### config.mk
export PLATFORM = sky130hd
export DESIGN_NAME = gpio_bank
export DESIGN_NICKNAME = d
export VERILOG_FILES = /design/src/rtl/gpio_pkg.sv /design/src/rtl/gpio_sync.sv /design/src/rtl/gpio_pin.sv /design/src/rtl/gpio_bank.sv
export SDC_FILE = /design/constraint.sdc
export NUM_CORES = 1
export LEC_CHECK = 0
export BUFFER_PORTS_ARGS = -buffer_cell sky130_fd_sc_hd__buf_4
export CAP_MARGIN = 20
export CORE_MARGIN = 2
export CORE_UTILIZATION = 36
export DETAILED_ROUTE_END_ITERATION = 12
export SYNTH_ARGS = -nofsm -noshare
export SYNTH_HDL_FRONTEND = slang
export SYNTH_SLANG_ARGS = --single-unit
### constraint.sdc
create_clock -name clk -period 1.55 [get_ports clk]
set_input_delay 0.0775 -clock clk [delete_from_list [all_inputs] [get_ports clk]]
set_output_delay 0.0775 -clock clk [all_outputs]
set_load 0.005 [all_outputs]
### src/rtl/gpio_pkg.sv
`timescale 1ns/1ps
package gpio_pkg;
   localparam int unsigned WORD_W   = 32;
   localparam int unsigned B_OUT    = 0;
   localparam int unsigned B_IN     = 1;
   localparam int unsigned B_LO_EN  = 4;
   localparam int unsigned B_HI_EN  = 5;
   localparam int unsigned B_IN_EN  = 6;
   localparam int unsigned B_MODE_L = 24;
   localparam int unsigned B_MODE_H = 26;
   localparam int unsigned B_FLAG   = 27;
   localparam int unsigned B_PIN_EN = 31;

   typedef enum logic [2:0] {
      TRIG_NONE = 3'd0,
      TRIG_RISE = 3'd1,
      TRIG_FALL = 3'd2,
      TRIG_BOTH = 3'd3,
      TRIG_LOW  = 3'd4,
      TRIG_HIGH = 3'd5,
      TRIG_RSV6 = 3'd6,
      TRIG_RSV7 = 3'd7
   } trig_mode_e;
endpackage

### src/rtl/gpio_sync.sv
`timescale 1ns/1ps
module gpio_sync #(
   parameter int unsigned WIDTH  = 8,
   parameter int unsigned STAGES = 2
) (
   input  logic             clk,
   input  logic             rst_n,
   input  logic [WIDTH-1:0] d,
   output logic [WIDTH-1:0] q
);
   generate
      if (STAGES < 2) begin : g_bad_stages
         $error("gpio_sync: STAGES must be at least 2");
      end
   endgenerate

   logic [STAGES-1:0][WIDTH-1:0] chain;

   always_ff @(posedge clk or negedge rst_n) begin
      if (!rst_n) chain <= '0;
      else        chain <= {chain[STAGES-2:0], d};
   end

   assign q = chain[STAGES-1];
endmodule

### src/rtl/gpio_pin.sv
`timescale 1ns/1ps
module gpio_pin
   import gpio_pkg::*;
(
   input  logic              clk,
   input  logic              rst_n,
   input  logic              wr_sel,
   input  logic [WORD_W-1:0] wdata,
   input  logic              lvl,
   output logic [WORD_W-1:0] word,
   output logic              in_value,
   output logic              pad_out,
   output logic              pad_oe,
   output logic              irq
);
   logic       out_val, lo_en, hi_en, in_en, pin_en, flag, prev;
   trig_mode_e mode;
   logic       rise, fall, edge_hit, edge_mode, level_hit, clr;

   assign rise = lvl & ~prev;
   assign fall = ~lvl & prev;
   assign clr  = wr_sel & wdata[B_FLAG];

   always_comb begin
      edge_hit  = 1'b0;
      level_hit = 1'b0;
      edge_mode = 1'b0;
      unique case (mode)
         TRIG_RISE: begin edge_mode = 1'b1; edge_hit = rise;        end
         TRIG_FALL: begin edge_mode = 1'b1; edge_hit = fall;        end
         TRIG_BOTH: begin edge_mode = 1'b1; edge_hit = rise | fall; end
         TRIG_LOW:  level_hit = ~lvl;
         TRIG_HIGH: level_hit = lvl;
         default:   ;
      endcase
      edge_hit = edge_hit & pin_en;
   end

   always_ff @(posedge clk or negedge rst_n) begin
      if (!rst_n) begin
         out_val <= 1'b1;
         lo_en   <= 1'b0;
         hi_en   <= 1'b0;
         in_en   <= 1'b0;
         pin_en  <= 1'b0;
         mode    <= TRIG_NONE;
         flag    <= 1'b0;
         prev    <= 1'b0;
      end else begin
         prev <= lvl;
         flag <= edge_hit | (flag & ~clr);
         if (wr_sel) begin
            out_val <= wdata[B_OUT];
            lo_en   <= wdata[B_LO_EN];
            hi_en   <= wdata[B_HI_EN];
            in_en   <= wdata[B_IN_EN];
            pin_en  <= wdata[B_PIN_EN];
            mode    <= trig_mode_e'(wdata[B_MODE_H:B_MODE_L]);
         end
      end
   end

   assign in_value = pin_en & in_en & lvl;
   assign pad_out  = out_val;
   assign pad_oe   = pin_en & (out_val ? hi_en : lo_en);
   assign irq      = pin_en & ((edge_mode & flag) | level_hit);

   always_comb begin
      word                     = '0;
      word[B_OUT]              = out_val;
      word[B_IN]               = in_value;
      word[B_LO_EN]            = lo_en;
      word[B_HI_EN]            = hi_en;
      word[B_IN_EN]            = in_en;
      word[B_MODE_H:B_MODE_L]  = mode;
      word[B_FLAG]             = flag;
      word[B_PIN_EN]           = pin_en;
   end

   // a disabled pin neither drives nor interrupts
   p_disabled_quiet_r9: assert property (@(posedge clk) disable iff (!rst_n)
      !pin_en |-> (!pad_oe && !irq && !in_value));
   // none and reserved modes stay silent
   p_reserved_silent_r8: assert property (@(posedge clk) disable iff (!rst_n)
      (mode == TRIG_NONE || mode == TRIG_RSV6 || mode == TRIG_RSV7) |-> !irq);
   // the flag holds until a clear is written
   p_flag_sticky_r6: assert property (@(posedge clk) disable iff (!rst_n)
      (flag && !clr) |=> flag);
   // a clear with no competing edge drops the flag
   p_flag_clear_r6: assert property (@(posedge clk) disable iff (!rst_n)
      (clr && !edge_hit) |=> !flag);
   // a same-cycle edge beats the clear
   p_set_wins_r11: assert property (@(posedge clk) disable iff (!rst_n)
      (clr && edge_hit) |=> flag);
   // level modes never touch the flag
   p_level_no_flag_r7: assert property (@(posedge clk) disable iff (!rst_n)
      (!flag && !edge_mode) |=> !flag);
endmodule

### src/rtl/gpio_bank.sv
`timescale 1ns/1ps
module gpio_bank
   import gpio_pkg::*;
#(
   parameter int unsigned NUM_PINS    = 8,
   parameter int unsigned SYNC_STAGES = 2,
   parameter int unsigned ADDR_W      = $clog2(NUM_PINS + 1)
) (
   input  logic                clk,
   input  logic                rst_n,
   input  logic [ADDR_W-1:0]   reg_addr,
   input  logic                reg_we,
   input  logic [WORD_W-1:0]   reg_wdata,
   output logic [WORD_W-1:0]   reg_rdata,
   input  logic [NUM_PINS-1:0] pad_in,
   output logic [NUM_PINS-1:0] pad_out,
   output logic [NUM_PINS-1:0] pad_oe,
   output logic [NUM_PINS-1:0] pin_irq,
   output logic                irq
);
   localparam int unsigned SUM_W = (NUM_PINS < WORD_W) ? NUM_PINS : WORD_W;

   generate
      if (NUM_PINS < 1 || NUM_PINS > 64) begin : g_bad_pins
         $error("gpio_bank: NUM_PINS must be 1..64");
      end
      if ((2 ** ADDR_W) < (NUM_PINS + 1)) begin : g_bad_addr
         $error("gpio_bank: ADDR_W too narrow for pins plus summary word");
      end
   endgenerate

   logic [NUM_PINS-1:0] lvl_sync, in_vals;
   logic [WORD_W-1:0]   words [NUM_PINS];
   logic [WORD_W-1:0]   summary;

   gpio_sync #(.WIDTH(NUM_PINS), .STAGES(SYNC_STAGES)) u_sync (
      .clk  (clk),
      .rst_n(rst_n),
      .d    (pad_in),
      .q    (lvl_sync)
   );

   generate
      for (genvar p = 0; p < NUM_PINS; p++) begin : g_pin
         gpio_pin u_pin (
            .clk     (clk),
            .rst_n   (rst_n),
            .wr_sel  (reg_we && (reg_addr == ADDR_W'(p))),
            .wdata   (reg_wdata),
            .lvl     (lvl_sync[p]),
            .word    (words[p]),
            .in_value(in_vals[p]),
            .pad_out (pad_out[p]),
            .pad_oe  (pad_oe[p]),
            .irq     (pin_irq[p])
         );
      end
      if (SUM_W < WORD_W) begin : g_sum_pad
         assign summary = {{(WORD_W - SUM_W){1'b0}}, in_vals[SUM_W-1:0]};
      end else begin : g_sum_full
         assign summary = in_vals[WORD_W-1:0];
      end
   endgenerate

   always_comb begin
      reg_rdata = '0;
      for (int i = 0; i < NUM_PINS; i++)
         if (reg_addr == ADDR_W'(i)) reg_rdata = words[i];
      if (reg_addr == ADDR_W'(NUM_PINS)) reg_rdata = summary;
   end

   assign irq = |pin_irq;

   // the combined line is high only when some pin requests
   p_irq_combined_r10: assert property (@(posedge clk) disable iff (!rst_n)
      irq == ($countones(pin_irq) != 0));
endmodule

After elaboration in Yosys (flattened, before gate mapping):

Cells that the tools add are included.

* register bits: 96
* output and inout bits: 57

* reduce and logical (&&, ||, !) cells: 18
* equality and inequality tests: 48
* muxes and demuxes: 41
* bitwise gates (word level): 128

Operator list (number)
* 2-to-1 mux 32 bit: 9
* AND 1 bit: 80
* == test 3 x 2 -> 1 bit (second input constant): 16
* == test 3 bit (second input constant): 16
* == test 3 x 1 -> 1 bit (second input constant): 8
* NOT 1 bit: 24
* OR 1 bit: 24
* case mux 1 bit (3 select lines): 8
* OR reduction 3 bit: 8
* == test 4 x 3 -> 1 bit (second input constant): 4
* 2-to-1 mux 1 bit: 16
* case mux 1 bit (2 select lines): 8
* == test 4 x 2 -> 1 bit (second input constant): 2
* logical AND 1 bit: 8
* OR reduction 8 bit: 1
* == test 4 x 1 -> 1 bit (second input constant): 1
* == test 4 bit (second input constant): 1
* zero test 4 bit: 1

Depth between registers and ports, before layout:

* word-level depth: 11
* depth in mapped cells: 7
* gate-level depth less buffers: 6

Cells and area by module:

From an unflattened synthesis, not the netlist that was laid out.

* cells, all modules: 969
* area, all modules: 8758.4 µm²

By module, submodules not included
* gpio_pin: area an instance 695.7 µm², instances 8, seq. area each 251.5 µm², cells an instance 69
* gpio_bank: area an instance 2732.6 µm², instances 1, seq. area each 0.0 µm², cells an instance 393
* gpio_sync: area an instance 460.4 µm², instances 1, seq. area each 400.4 µm², cells an instance 24

Worst setup path after synthesis:

OpenSTA, ideal clock, no wires.

* path type: reg2out
* from: reg g_pin[1].u_pin.out_val
* to: out reg_rdata[0]
* required time: 1.472 ns
* stages on the path, launching flop included: 5
* arrival: 1.292 ns
* path slack: 0.181 ns
* path through: dfstp_2 > mux4_2 > nor2_1 > a2111oi_0 > a41o_1

* longest elaborated chain between the ends: 8

Ends and longest elaborated chain
* from (decl): line gpio_pin.sv:16 `logic out_val, lo_en, hi_en, in_en, pin_en, flag, prev;`
* from (signal assigned): line gpio_pin.sv:53 `out_val <= wdata[B_OUT];`
* 2-to-1 mux 32 bit (7 in a row): line gpio_bank.sv:68 `if (reg_addr == ADDR_W'(i)) reg_rdata = words[i];`
* 2-to-1 mux 32 bit: line gpio_bank.sv:69 `if (reg_addr == ADDR_W'(NUM_PINS)) reg_rdata = summary;`
* to (decl): line gpio_bank.sv:14 `output logic [WORD_W-1:0] reg_rdata,`

No other way between the ends.

Final worst setup path:

* from: reg g_pin[0].u_pin.mode[0]
* to: out reg_rdata[24]

* longest elaborated chain between the ends: 9

Ends and longest elaborated chain
* from (decl): line gpio_pin.sv:17 `trig_mode_e mode;`
* from (signal assigned): line gpio_pin.sv:58 `mode <= trig_mode_e'(wdata[B_MODE_H:B_MODE_L]);`
* 2-to-1 mux 32 bit (8 in a row): line gpio_bank.sv:68
* 2-to-1 mux 32 bit: line gpio_bank.sv:69

No other way between the ends.

==> summary.txt <==
Outcome
  – Status: finished, violations left
  – Failing checks: setup timing

Logic synthesis
  – Synthesized area: 0.00554 mm^2
  – Share of the synthesized area in the top cell type: 0.397
  – Yosys cell types: 55
  – YS warnings: 0
  – Predominant post-synthesis flop cell: dfrtp_1
  – Post-Synthesis Cells: 495
  – Synth Register Bits: 96
  – Ranking of synthesized cells by area: dfrtp_1 (40%), mux2_2 (14%), buf_4 (6.4%)
  – Async S/R FF share, synth: 1.00
  – Syn avg cell area: 11.2 um^2
  – Post-synth EDFFs: 0
  – Largest area contributor in the netlist: dfrtp_1
  – Most common cell in the netlist: dfrtp_1
  – Post-synthesis sequential area ratio: 0.435
  – Post-synth top cells: dfrtp_1 (88), mux2_2 (71), buf_4 (47), inv_1 (24), o21ai_0 (24)

Worst setup path
  – Critical path cell sequence: mux2i_1 -> or3_1 -> a32o_2 -> a21oi_2 -> buf_4
  – CP Launch Type: flip-flop
  – Slowest stage delay, CP: 420 ps
  – Critical Path RT: 1470 ps
  – Crit end category: output pin
  – Worst reg-to-reg setup slack: 50 ps
  – Critical Path Fanout Max: 4
  – Top Family by Delay on Critical Path: compound AO/OA/AOI/OAI gates
  – CP Data Arrival Time: 1770 ps
  – Crit path buf inv count: 1
  – Worst path slowest cell: dfrtp_1
  – Setup CP Type: flip-flop to output pin

Flow run
  – Max cap viols: 0

Clock tree
  – Reg clk slew, reported paths: 70 ps
  – CTS tree: done
  – CTS Buf Count: 9
  – Clk_lat worst skew: 350 ps
  – H-Tree Depth: 3
  – Clk buf depth: 2
  – Clk sinks: 96
  – Clk root buf: clkbuf_16

Drt
  – Violation count after the first detailed-route iteration: 206
  – Via Count: 4249
  – Final wirelength: 15.1 mm
  – Number of vias per cell: 5.19
  – Residual DRC: 0
  – DR WL/cell: 18.4 um
  – Initial DRT Pass Iterations: 4
  – Final ANT Viol Nets: 0

Placed design
  – Port bufs: 61
  – Final Wtd Congestion: 0.919
  – Dpl hpwl: 10.8 mm
  – Worst slack at placement: -175 ps
  – Inst Count DP: 762

STA
  – # setup viols final: 12
  – Final period util: 1.19
  – Final Hold Viols: 0
  – Peak Freq: 0.540 GHz
  – RSZ-0062 raised after global routing: true
  – Final worst slack: -300 ps
  – Fin crit period: 1850 ps
  – Final Skew: 5.47 ps
  – Max-slew violations: 0
  – TNS Setup: -2800 ps

Global route
  – GRT met2 Usage: 0.320
  – Global-route wire length before repair: 23.5 mm
  – M1 GR Usage: 0.245
  – Vias in the first global route: 4344
  – Grt total ovfl: 0
  – GRT Total Usage: 0.190
  – Antenna violations before repair: 0
  – Largest net degree at the start of global routing: 27
  – Most used routing layer: met2
  – Met3 usage: 0.0346

Layout
  – # diodes: 0
  – Area growth from synthesis to layout: 31.8%
  – Fin util: 0.482
  – Share of layout cells above drive strength 1: 0.496
  – Final Non-Filler Cells: 819
  – Nets@finish: 689

Worst hold path
  – Worst min-delay path category: input port to flip-flop

Power
  – Leakage power: 3.29 nW
  – Overall power: 9.17 mW
  – Max IR drop VDD: 0.770 mV
  – Pwr dens: 1260 mW/mm^2

Floorplan
  – Die area: 0.0164 mm^2
  – Initial Utilization: 0.366
  – # IOs: 104
  – Core ar.: 0.0151 mm^2
  – Num rows: 45
  – DIE WIDTH: 128 um
  – Chip Height: 128 um
==> timing repair <==
item,CTS,global route
hold endpoints to repair,100,0
gates resized for setup,52,28
buffers inserted,25,8
endpoints found under the setup margin,20,24
pin swaps,19,10
hold buffers,9,0
==> placed cells by master, fill, tap and decap left out, types with 4 or more instances in the layout <==
cell,count
a21oi_1,6
a21oi_2,4
a32o_1,10
a41o_1,4
and2_1,5
buf_12,5
buf_4,136
buf_6,12
clkbuf_16,9
conb_1,19
dfrtp_1,74
dfrtp_2,14
dfstp_2,8
dlygate4sd3_1,9
ha_1,15
inv_1,24
mux2_2,70
mux2i_1,11
mux4_2,4
nand2_1,19
nand2_2,5
nand2b_1,8
nand3_1,12
nand4_1,4
nor2_1,11
nor2_2,4
nor2b_1,13
o211ai_1,8
o21ai_0,14
o21ai_1,11
o22ai_1,7
or3_1,4
xor2_1,5
==> layout make-up <==
cell class	count	area [um^2]
Multi-Input combinational cell	333	2860
Sequential cell	96	2430
Inverter	24	90.1
Tap cell	188	235
Timing Repair Buffer	162	1350
Clock buffer	11	233
Clock inverter	5	105
Fill cell	1366	7840
==> worst register-to-register path, stage by stage, from the launching register on <==
cell and delay [ps]:
dfrtp_1 400, buf_6 130, buf_4 150, ha_1 270, nand2_1 50, o211ai_1 80, o21ai_1 80, a32o_1 230
==> state kept, by name (all words and copies together), names as in the netlist <==
signal               flops
g_pin.u_pin.flag         8
g_pin.u_pin.hi_en        8
g_pin.u_pin.pin_en       8
u_sync.q                 8
g_pin.u_pin.prev         8
g_pin.u_pin.in_en        8
g_pin.u_pin.lo_en        8
u_sync.chain             8
g_pin.u_pin.pad_out      8
g_pin.u_pin.mode        24
==> kinds of logic (layout without fill, tap and decap cells) <==
| logic type | count (synthesis) | after routing | synth area share |
|---|---|---|---|
| adder cells (fa/ha/maj) | 16 | 16 | 0.0361 |
| XOR/XNOR | 8 | 8 | 0.0126 |
| multiplexers | 87 | 87 | 0.182 |
| AND/OR/NAND/NOR | 110 | 110 | 0.115 |
| buffers and inverters | 84 | 202 | 0.0982 |
| other | 1 | 19 | 0.000677 |
| AO/OA/AOI/OAI | 93 | 93 | 0.120 |
| flip-flops | 96 | 96 | 0.435 |
==> routing by layer <==
metal | up-vias | routed length [um] | share of wire
li1 | 1992 | - | -
met1 | 2137 | 6570 | 0.44
met2 | 104 | 7440 | 0.49
met3 | 16 | 776 | 0.052
met4 | 0 | 269 | 0.018
met5 | - | 0 | 0
==> worst paths after layout <==
kind / cells after the start / startpoint / end
max: 5 / g_pin[0].u_pin.mode[0]$_DFFE_PN0P_ / reg_rdata[24]
min: 2 / reg_wdata[6] / g_pin[3].u_pin.in_en$_DFFE_PN0P_
max reg2reg: 7 / u_sync.q[4]$_DFF_PN0_ / g_pin[4].u_pin.flag$_DFF_PN0_
min reg2reg: 0 / u_sync.chain[1]$_DFF_PN0_ / u_sync.q[1]$_DFF_PN0_
max in group asynchronous: 3 / rst_n / g_pin[1].u_pin.pad_out$_DFFE_PN1P_
min in group asynchronous: 2 / rst_n / g_pin[6].u_pin.hi_en$_DFFE_PN0P_
==> where the power goes <==
part	switching, mW	internal, mW
registers	0.534	3.08
logic	1.24	1.77
clock network	0.964	1.58
total	2.74	6.43
==> through the flow <==
| step | hold slack, ps | cell area (um^2) |
|---|---|---|
| 2_1_floorplan | -218 | 5610 |
| 3_3_place_gp | -20.6 | 6360 |
| 3_5_place_dp | -15.2 | 6360 |
| 4_1_cts | 22.9 | 7160 |
| 5_1_grt | 32.6 | 7300 |
| 6_report | 37.6 | 7300 |
(Power assumes the default switching activity.)
